===== src/rtl/oneshot_timer_pkg.sv =====
// Shared constants and types for the one-shot timer.
// Assumes an 8-bit control byte; bit positions are fixed by software convention.
package oneshot_timer_pkg;
    localparam int CTL_W        = 8;
    localparam int CTL_EN_BIT   = 0;
    localparam int CTL_MODE_BIT = 5;
    localparam int CTL_OVF_BIT  = 6;

    // Decoded control events for one clock edge.
    typedef struct packed {
        logic start;     // enable written 1 while it was 0
        logic stop;      // enable written 0 while it was 1
        logic flag_clr;  // control write with the flag bit at 0
    } ctl_evt_t;
endpackage


===== src/rtl/ost_ctrl.sv =====
// Control register of the timer: enable, one-shot mode and overflow flag.
// Decodes writes into start/stop/flag-clear events for the counter.
// Assumes writes are single-cycle strobes; the flag is set only by hardware.
module ost_ctrl
    import oneshot_timer_pkg::*;
(
    input  logic             clk,
    input  logic             rst_n,
    input  logic             ctl_wr,
    input  logic [CTL_W-1:0] ctl_wdata,
    input  logic             ovf_set,
    output logic             run_en,
    output logic             oneshot,
    output logic             ovf_flag,
    output ctl_evt_t         evt
);

    // Decode this cycle's write into events.
    always_comb begin
        evt.start    = ctl_wr &&  ctl_wdata[CTL_EN_BIT] && !run_en;
        evt.stop     = ctl_wr && !ctl_wdata[CTL_EN_BIT] &&  run_en;
        evt.flag_clr = ctl_wr && !ctl_wdata[CTL_OVF_BIT];
    end

    // Hold the enable and mode bits.
    always_ff @(posedge clk) begin
        if (!rst_n) begin
            run_en  <= 1'b0;
            oneshot <= 1'b0;
        end else if (ctl_wr) begin
            run_en  <= ctl_wdata[CTL_EN_BIT];
            oneshot <= ctl_wdata[CTL_MODE_BIT];
        end
    end

    // Overflow flag: a software clear beats a hardware set.
    always_ff @(posedge clk) begin
        if (!rst_n) begin
            ovf_flag <= 1'b0;
        end else if (evt.flag_clr) begin
            ovf_flag <= 1'b0;
        end else if (ovf_set) begin
            ovf_flag <= 1'b1;
        end
    end

endmodule


===== src/rtl/ost_counter.sv =====
// Up-counter with start, stop, one-shot hold/restart and free-running wrap.
// Exposes the next value and an update strobe so compare units can
// register their pulse in step with the count. Assumes tick is one cycle wide.
module ost_counter
    import oneshot_timer_pkg::*;
#(
    parameter int CNT_W    = 16,
    parameter int NARROW_W = 8
) (
    input  logic             clk,
    input  logic             rst_n,
    input  logic             tick,
    input  logic             wide_mode,
    input  logic             run_en,
    input  logic             oneshot,
    input  ctl_evt_t         evt,
    output logic [CNT_W-1:0] count_q,
    output logic [CNT_W-1:0] count_nxt,
    output logic [CNT_W-1:0] full_mask,
    output logic             upd,
    output logic             ovf_set
);
    localparam int          PAD_W     = CNT_W - NARROW_W;
    localparam logic [CNT_W-1:0] NARROW_FULL = {{PAD_W{1'b0}}, {NARROW_W{1'b1}}};
    localparam logic [CNT_W-1:0] WIDE_FULL   = {CNT_W{1'b1}};

    logic [CNT_W-1:0] cur;
    logic [CNT_W-1:0] inc;
    logic             at_full;
    logic             held;

    // Full-scale value and masked current count for the chosen width.
    always_comb begin
        full_mask = wide_mode ? WIDE_FULL : NARROW_FULL;
        cur       = count_q & full_mask;
        inc       = cur + 1'b1;
        at_full   = (cur == full_mask);
        held      = oneshot && at_full;
    end

    // Next-count selection in priority order: stop, start, restart, step.
    always_comb begin
        count_nxt = cur;
        upd       = 1'b0;
        ovf_set   = 1'b0;
        if (evt.stop) begin
            count_nxt = '0;
        end else if (evt.start) begin
            count_nxt = '0;
            upd       = 1'b1;
        end else if (run_en && held && evt.flag_clr) begin
            count_nxt = '0;
            upd       = 1'b1;
        end else if (run_en && tick && !held) begin
            upd = 1'b1;
            if (at_full) begin
                count_nxt = '0;
                ovf_set   = 1'b1;
            end else begin
                count_nxt = inc;
                ovf_set   = oneshot && (inc == full_mask);
            end
        end
    end

    // Count register.
    always_ff @(posedge clk) begin
        if (!rst_n) begin
            count_q <= '0;
        end else begin
            count_q <= count_nxt;
        end
    end

endmodule


===== src/rtl/ost_compare.sv =====
// One compare register with its interrupt pulse.
// Pulses when a freshly loaded count equals the register under the width mask.
// Assumes upd marks every edge where the count takes a new value by counting.
module ost_compare #(
    parameter int CNT_W = 16
) (
    input  logic             clk,
    input  logic             rst_n,
    input  logic             wr,
    input  logic [CNT_W-1:0] wdata,
    input  logic [CNT_W-1:0] mask,
    input  logic [CNT_W-1:0] count_nxt,
    input  logic             upd,
    output logic             irq
);
    logic [CNT_W-1:0] cmp_q;
    logic             hit;

    // Masked equality against the next count.
    always_comb hit = (((count_nxt ^ cmp_q) & mask) == '0);

    // Compare value storage.
    always_ff @(posedge clk) begin
        if (!rst_n) begin
            cmp_q <= '0;
        end else if (wr) begin
            cmp_q <= wdata;
        end
    end

    // Interrupt pulse, aligned with the count register.
    always_ff @(posedge clk) begin
        if (!rst_n) begin
            irq <= 1'b0;
        end else begin
            irq <= upd && hit;
        end
    end

endmodule


===== src/rtl/oneshot_timer.sv =====
// Top level: control register, counter and a bank of compare units.
// Assumes all write strobes are synchronous to clk and one cycle wide.
module oneshot_timer
    import oneshot_timer_pkg::*;
#(
    parameter int CNT_W     = 16,
    parameter int NARROW_W  = 8,
    parameter int NUM_CMP   = 2,
    parameter int CMP_SEL_W = (NUM_CMP > 1) ? $clog2(NUM_CMP) : 1
) (
    input  logic                 clk,
    input  logic                 rst_n,
    input  logic                 tick,
    input  logic                 wide_mode,
    input  logic                 ctl_wr,
    input  logic [CTL_W-1:0]     ctl_wdata,
    input  logic                 cmp_wr,
    input  logic [CMP_SEL_W-1:0] cmp_sel,
    input  logic [CNT_W-1:0]     cmp_wdata,
    output logic [CNT_W-1:0]     count,
    output logic                 run_en,
    output logic                 oneshot_mode,
    output logic                 ovf_flag,
    output logic [NUM_CMP-1:0]   cmp_irq
);
    ctl_evt_t         evt;
    logic             ovf_set;
    logic             upd;
    logic [CNT_W-1:0] count_nxt;
    logic [CNT_W-1:0] full_mask;

    ost_ctrl u_ctrl (
        .clk       (clk),
        .rst_n     (rst_n),
        .ctl_wr    (ctl_wr),
        .ctl_wdata (ctl_wdata),
        .ovf_set   (ovf_set),
        .run_en    (run_en),
        .oneshot   (oneshot_mode),
        .ovf_flag  (ovf_flag),
        .evt       (evt)
    );

    ost_counter #(
        .CNT_W    (CNT_W),
        .NARROW_W (NARROW_W)
    ) u_counter (
        .clk       (clk),
        .rst_n     (rst_n),
        .tick      (tick),
        .wide_mode (wide_mode),
        .run_en    (run_en),
        .oneshot   (oneshot_mode),
        .evt       (evt),
        .count_q   (count),
        .count_nxt (count_nxt),
        .full_mask (full_mask),
        .upd       (upd),
        .ovf_set   (ovf_set)
    );

    for (genvar gi = 0; gi < NUM_CMP; gi++) begin : g_cmp
        ost_compare #(
            .CNT_W (CNT_W)
        ) u_cmp (
            .clk       (clk),
            .rst_n     (rst_n),
            .wr        (cmp_wr && (cmp_sel == CMP_SEL_W'(gi))),
            .wdata     (cmp_wdata),
            .mask      (full_mask),
            .count_nxt (count_nxt),
            .upd       (upd),
            .irq       (cmp_irq[gi])
        );
    end

endmodule


===== config.mk =====
export PLATFORM = sky130hd
export DESIGN_NAME = oneshot_timer
export DESIGN_NICKNAME = d
export VERILOG_FILES = /design/src/rtl/oneshot_timer_pkg.sv /design/src/rtl/ost_ctrl.sv /design/src/rtl/ost_counter.sv /design/src/rtl/ost_compare.sv /design/src/rtl/oneshot_timer.sv
export SDC_FILE = /design/constraint.sdc
export NUM_CORES = 1
export LEC_CHECK = 0
export BUFFER_PORTS_ARGS = -buffer_cell sky130_fd_sc_hd__buf_2
export CAP_MARGIN = 20
export CORE_UTILIZATION = 35
export DETAILED_ROUTE_END_ITERATION = 12
export PLACE_DENSITY = 0.6
export SLEW_MARGIN = 40
export SYNTH_ARGS = -nofsm -noshare
export SYNTH_HDL_FRONTEND = slang
export SYNTH_HIERARCHICAL = 1
export SYNTH_SLANG_ARGS = --single-unit

===== constraint.sdc =====
create_clock -name clk -period 2.8 [get_ports clk]
set_input_delay 0.14 -clock clk [delete_from_list [all_inputs] [get_ports clk]]
set_output_delay 0.14 -clock clk [all_outputs]
set_load 0.005 [all_outputs]

==> results_dict.tcl, run 1 <==
set metrics [dict create \
    gp_congestion 0.931 \
    stdcell_count 522 \
    drt-total-wl_um 8020 \
    ir_worst_vdd_uv 222 \
    seq_area_um2 1060 \
    firstDrtPassIters 5 \
    synth_edf_count 0 \
    routed-via-count 2747 \
    synth_cell_types 57 \
    finalCriticalPeriod_ns 2.64 \
    synth_area_um2 3270 \
    crit_chain "ha_2, nand4_4, or2_4, or4b_1, o21ai_2, and2_4, xor2_1, a22o_1, a221oi_2, and4_1" \
    synth_cells 366 \
    multi_input_area_um2 2050 \
    hp-class "primary input to flip-flop" \
    wire_per_inst_um 15.4 \
    grt_antenna_before_repair 0 \
    status "finished, final reports clean" \
    path_buf_inv 0 \
    vias_per_cell 5.26 \
    endpoint_kind "flip-flop" \
    die-area_um2 9730 \
    cpMaxStageDelayCell "or4b_1" \
    hold_violations 0 \
    ctsLongestPathBuffers 2 \
    fin_tns_setup_ns 0 \
    dominantRegCellSynth "dfxtp_1" \
    clk_latency_ns 0.31 \
    track_usage_pct 17.3 \
    grt_pass1_wl_um 13400 \
    num_io_pins 52 \
    io_buffers 46 \
    clk_pin_slew_worst_paths_ns 0.11 \
    cp_max_fo 7 \
    clock_sinks 53 \
    seq_area_frac_synth_pct 32.5 \
    cts_buffers 5 \
    area_growth_pct 15.5 \
    clock-root-buffer "clkbuf_8" \
    initial_core_util_pct 36.8 \
    antenna_left 0 \
    rsz0062_at_grt "false" \
    leakage_nw 1.65 \
    drc 0 \
    fillCellCount 898 \
    slowest_delay_ns 0.52 \
    fin_ws_ns 0.160 \
    grt-ovfl-total 0 \
    finalCritPeriodShare_pct 94.3 \
    async_flop_share_pct 0 \
    fin_util_pct 42.5 \
    grt_pass1_vias 2668 \
    cts_htree_levels 2 \
    die_h_um 98.6 \
    post-place-cells 514 \
    worstMarginPinSlew_ns 0.547 \
    clock.fmax_mhz 379 \
    diodes 0 \
    finalNetCount 446 \
    rows 34 \
    yosys_register_bits 53 \
    drt_iter0_drc 174 \
    hpwl_um 6060 \
    cts_tree "built" \
    critPathKind "flip-flop to flip-flop" \
    slew_violations 0 \
    path_delay_family "simple AND/OR/NAND/NOR gates" \
    slew_headroom_pct 63.6 \
    place_ws_ns 0.0596 \
    die_w_um 98.6 \
    fin_skew_ns 0.00450 \
    cp.arrival_ns 2.90 \
    setup_violations 0 \
    crit_required_ns 3.06 \
    cp-start-kind "flip-flop" \
    grt_max_degree 35 \
    yosys_warnings 6 \
    drive_gt1_share_pct 25.8 \
    power.density_nw_per_um2 411 \
    maxCapViolCount 0 \
    avgSynthCellArea_um2 8.93 \
    coreArea_um2 8890 \
]
metal layers:
layer | GRT usage, % | vias up | wire length [um]
met5 | 0 | - | 0
met4 | 5.17 | 0 | 106
met3 | 2.70 | 7 | 401
met2 | 27.3 | 72 | 3690
met1 | 24.5 | 1291 | 3820
li1 | - | 1377 | -
tightest hold or removal path: cells and delay by family:
family                 cells  cell delay [ns]
and+or+nand+nor            1             0.10
buffers and inverters      1             0.08
muxes                      1             0.06
cell usage in the layout (no fill, tap or decap), types with 5 or more instances in the layout:
| cell | instances |
|---|---|
| buf_4 | 20 |
| a21oi_1 | 10 |
| nor3_1 | 5 |
| clkbuf_8 | 5 |
| nor2_1 | 27 |
| nor2b_1 | 34 |
| dfxtp_1 | 50 |
| buf_2 | 46 |
| inv_1 | 6 |
| conb_1 | 8 |
| mux2i_1 | 35 |
| o21ai_0 | 5 |
| a22oi_1 | 6 |
| nand2_1 | 19 |
| nand3_1 | 7 |
| xor2_1 | 33 |
repair_timing:
item,4_1_cts,5_1_grt
setup endpoints to repair,0,2
hold buffers,0,0
resized for setup,0,16
buffers inserted,0,0
Yosys cell counts (all sizes together) (2+ instances only):
library cell | number | area share (%)
nor4 | 4 | 0.77
a21oi | 13 | 2.0
or2 | 2 | 0.46
xnor2 | 4 | 1.1
a31oi | 2 | 0.38
nand4 | 7 | 2.2
buf | 29 | 5.9
o21ai | 7 | 1.2
a22o | 4 | 1.1
and4 | 3 | 0.80
o2111ai | 2 | 0.54
or4b | 2 | 0.61
and2 | 5 | 1.0
ha | 2 | 0.77
and3 | 3 | 0.57
a211oi | 4 | 1.1
nand2 | 20 | 2.3
inv | 6 | 0.69
a311oi | 3 | 0.80
and2b | 3 | 0.77
nand3 | 8 | 1.4
a221oi | 8 | 2.9
a22oi | 6 | 1.4
o211ai | 2 | 0.46
xor2 | 33 | 8.8
or3 | 4 | 0.77
nor3 | 5 | 0.77
mux2i | 35 | 11
clkbuf | 4 | 0.46
a222oi | 2 | 0.61
a41oi | 2 | 0.54
nor2 | 30 | 3.4
a2bb2oi | 4 | 1.1
dfxtp | 53 | 32
nor2b | 34 | 6.5
path summary, 6_finish.rpt:
path | startpoint | end | slack (ns) | cells after the start
worst max-delay path | u_counter/count_q[0]$_SDFF_PN0_ | g_cmp[1].u_cmp/irq$_SDFF_PN0_ | 0.16 | 10
worst min-delay path | ctl_wdata[5] | u_ctrl/oneshot$_SDFFE_PN0P_ | 0.09 | 3
worst max register to register | u_counter/count_q[0]$_SDFF_PN0_ | g_cmp[1].u_cmp/irq$_SDFF_PN0_ | 0.16 | 10
worst min register to register | u_ctrl/ovf_flag$_SDFFE_PP0P_ | u_ctrl/ovf_flag$_SDFFE_PP0P_ | 0.52 | 2
per-stage QoR:
stage	cell area, um2	hold slack (ns)	power (W)
floorplan	3290	0.268	0.000957
global placement	3600	0.408	0.00100
detailed placement	3600	0.413	0.00100
CTS	3720	0.0789	0.00156
global route	3770	0.0910	0.00162
finish	3770	0.0863	0.00155
area by class of cell:
cell class                 count  area share (%)
clock buffer                   5            1.82
tap                          108            3.58
multi-input combinational    281            54.4
timing repair buffer          66            10.1
sequential                    53            28.2
inverter                       6           0.597
clock inverter                 3            1.33
report_power, final:
part / switching (W) / internal, W
combinational: 0.000101 / 0.0000879
clock: 0.000286 / 0.000275
sequential: 0.0000205 / 0.000780
cells by family after synthesis:
| kind of cell | Yosys count | share of synthesized area (%) |
|---|---|---|
| buffers and inverters | 39 | 7.04 |
| and+or+nand+nor | 135 | 23.5 |
| adders and majority gates | 2 | 0.766 |
| DFF | 53 | 32.5 |
| muxes | 36 | 11.1 |
| xor gates and xnor gates | 37 | 9.92 |
| AOI/OAI and AO/OA | 63 | 15.1 |
| other | 1 | 0.115 |
flip-flops by register name, summed over array words and instances, names as in the netlist:
register	cells
u_ctrl/run_en	1
g_cmp.u_cmp/cmp_q	32
u_ctrl/ovf_flag	1
g_cmp.u_cmp/irq	2
u_counter/count_q	16
u_ctrl/oneshot	1
Power figures use the tool's default switching activity.
==> inputs of run 2 (changes only) <==
CORE_UTILIZATION = 28   (was 35)
CTS_BUF_LIST = sky130_fd_sc_hd__clkbuf_8   (was default)
PLACE_DENSITY = 0.51   (was 0.6)
SLEW_MARGIN = 20   (was 40)
==> run 2 against run 1 <==
Compared with the run above: register-to-register slack about the same; first-iteration DRC count down 20%; core utilization down 8.6 points; die area up 24%; critical endpoint is now g_cmp[0].u_cmp/irq$_SDFF_PN0_; sequential cell count unchanged; largest power group unchanged; clock power down 2%; sequential share of layout area down 0.75 points; fmax about the same; sequential power about the same.
==> results_dict.tcl, run 2 (synthesis results as in run 1) <==
set metrics [dict create \
    maxCapViolCount 0 \
    clock_sinks 53 \
    top_regs "g_cmp.u_cmp/cmp_q x32, u_counter/count_q x16, g_cmp.u_cmp/irq x2" \
    gp_congestion 0.862 \
    critPathKind "flip-flop to flip-flop" \
    status "finished, final reports clean" \
    grt_antenna_before_repair 1 \
    power.density_nw_per_um2 400 \
    cts_buffers 5 \
    area_growth_pct 18.3 \
    hp-class "primary input to flip-flop" \
    finalCritPeriodShare_pct 94.3 \
    antenna_left 0 \
    holdPathStages 3 \
    drive_gt1_share_pct 25.4 \
    hpwl_um 6580 \
    drc 0 \
    drt_iter0_drc 139 \
    firstDrtPassIters 4 \
    clock-root-buffer "clkbuf_8" \
    fillCellCount 1253 \
    rsz0062_at_grt "false" \
    drt-total-wl_um 8630 \
    ctsLongestPathBuffers 2 \
    grt_max_degree 21 \
    clk_pin_slew_worst_paths_ns 0.10 \
    num_io_pins 52 \
    die_w_um 110 \
    cp_max_fo 7 \
    initial_core_util_pct 28.6 \
    final_cell_mix "dfxtp_1, buf_2, mux2i_1" \
    diodes 0 \
    fin_skew_ns 0.00510 \
    finalNetCount 453 \
    largest_register "g_cmp.u_cmp/cmp_q" \
    setup_violations 0 \
    grt_pass1_vias 2664 \
    cts_tree "built" \
    clk_latency_ns 0.31 \
    fin_tns_setup_ns 0 \
    reg2reg_depth 9 \
    io_buffers 46 \
    die_h_um 110 \
    place_ws_ns 0.0147 \
    clock.fmax_mhz 379 \
    leakage_nw 1.68 \
    grt_pass1_wl_um 13700 \
    slew_violations 0 \
    finalCriticalPeriod_ns 2.64 \
    largest_register_ff_count 32 \
    worstMarginPinSlew_ns 0.577 \
    endpoint_kind "flip-flop" \
    crit_required_ns 3.06 \
    ir_worst_vdd_uv 180 \
    slew_headroom_pct 61.5 \
    routed-via-count 2758 \
    fin_ws_ns 0.159 \
    rows 39 \
    wire_per_inst_um 15.3 \
    cp.arrival_ns 2.90 \
    vias_per_cell 4.89 \
    cts_htree_levels 2 \
    die-area_um2 12100 \
    coreArea_um2 11400 \
    final_common_cell "dfxtp_1" \
    hold_violations 0 \
    track_usage_pct 14.9 \
    grt-ovfl-total 0 \
    cp-start-kind "flip-flop" \
    hold_buffers 0 \
]
run 2: cell count changes in the layout (fill, tap and decap cells not counted), moves of 2 or more:
cell and change:
a21oi_1 +2, buf_4 +7, dfxtp_1 +3, dfxtp_2 -3
a21oi_2 -2
run 2: where the power goes:
group	total [W]	switching [W]	internal, W
Clock	0.000550	0.000275	0.000274
Combinational	0.000194	0.000103	0.0000910
Sequential	0.000801	0.0000206	0.000780
run 2: cell type report:
class	instances	area, um2	area share (%)
Clock buffer	5	68.8	1.78
Sequential cell	53	1060	27.5
Tap cell	143	179	4.63
Clock inverter	3	50.0	1.29
Timing Repair Buffer	73	433	11.2
Inverter	6	22.5	0.583
Multi-Input combinational cell	281	2050	53.1
run 2: timing repair:
action / CTS / global route
setup buffers: 2 / 0
cloned: 0 / 0
pin swaps: 0 / 0
gates resized for setup: 0 / 10
setup endpoints to repair: 2 / 2
run 2: critical path, stage by stage, from the launching register on:
cell and delay (ns):
dfxtp_1 0.39, ha_4 0.18, nand4_4 0.16, nor4_1 0.33, mux2_2 0.37, a22oi_1 0.20, nor2_1 0.12, xor2_1 0.16
a222oi_1 0.43, and4_1 0.25
run 2: path summary, 6_finish.rpt:
path	slack, ns	start	endpoint
setup / recovery	0.16	u_counter/count_q[0]$_SDFF_PN0_	g_cmp[0].u_cmp/irq$_SDFF_PN0_
hold / removal	0.09	ctl_wdata[5]	u_ctrl/oneshot$_SDFFE_PN0P_
setup reg to reg	0.16	u_counter/count_q[0]$_SDFF_PN0_	g_cmp[0].u_cmp/irq$_SDFF_PN0_
hold reg to reg	0.52	u_ctrl/ovf_flag$_SDFFE_PP0P_	u_ctrl/ovf_flag$_SDFFE_PP0P_
run 2: layer usage:
metal | global-route usage, % | vias to the layer above | wire (um)
met5 | 0 | - | 12
met2 | 23.7 | 57 | 3910
met1 | 20.4 | 1292 | 4190
met4 | 4.19 | 2 | 111
li1 | - | 1397 | -
met3 | 2.88 | 10 | 403
run 2: metrics by stage:
stage	hold WS, ns	instances	utilization [%]	total power, W	instance area (um2)
finish	0.0863	564	33.8	0.00154	3860
global route	0.0870	564	33.8	0.00163	3860
CTS	0.0848	564	33.4	0.00157	3820
detailed placement	0.414	554	32.3	0.00101	3680
global placement	0.411	554	32.3	0.00100	3680
floorplan	0.268	373	-	0.000957	3290
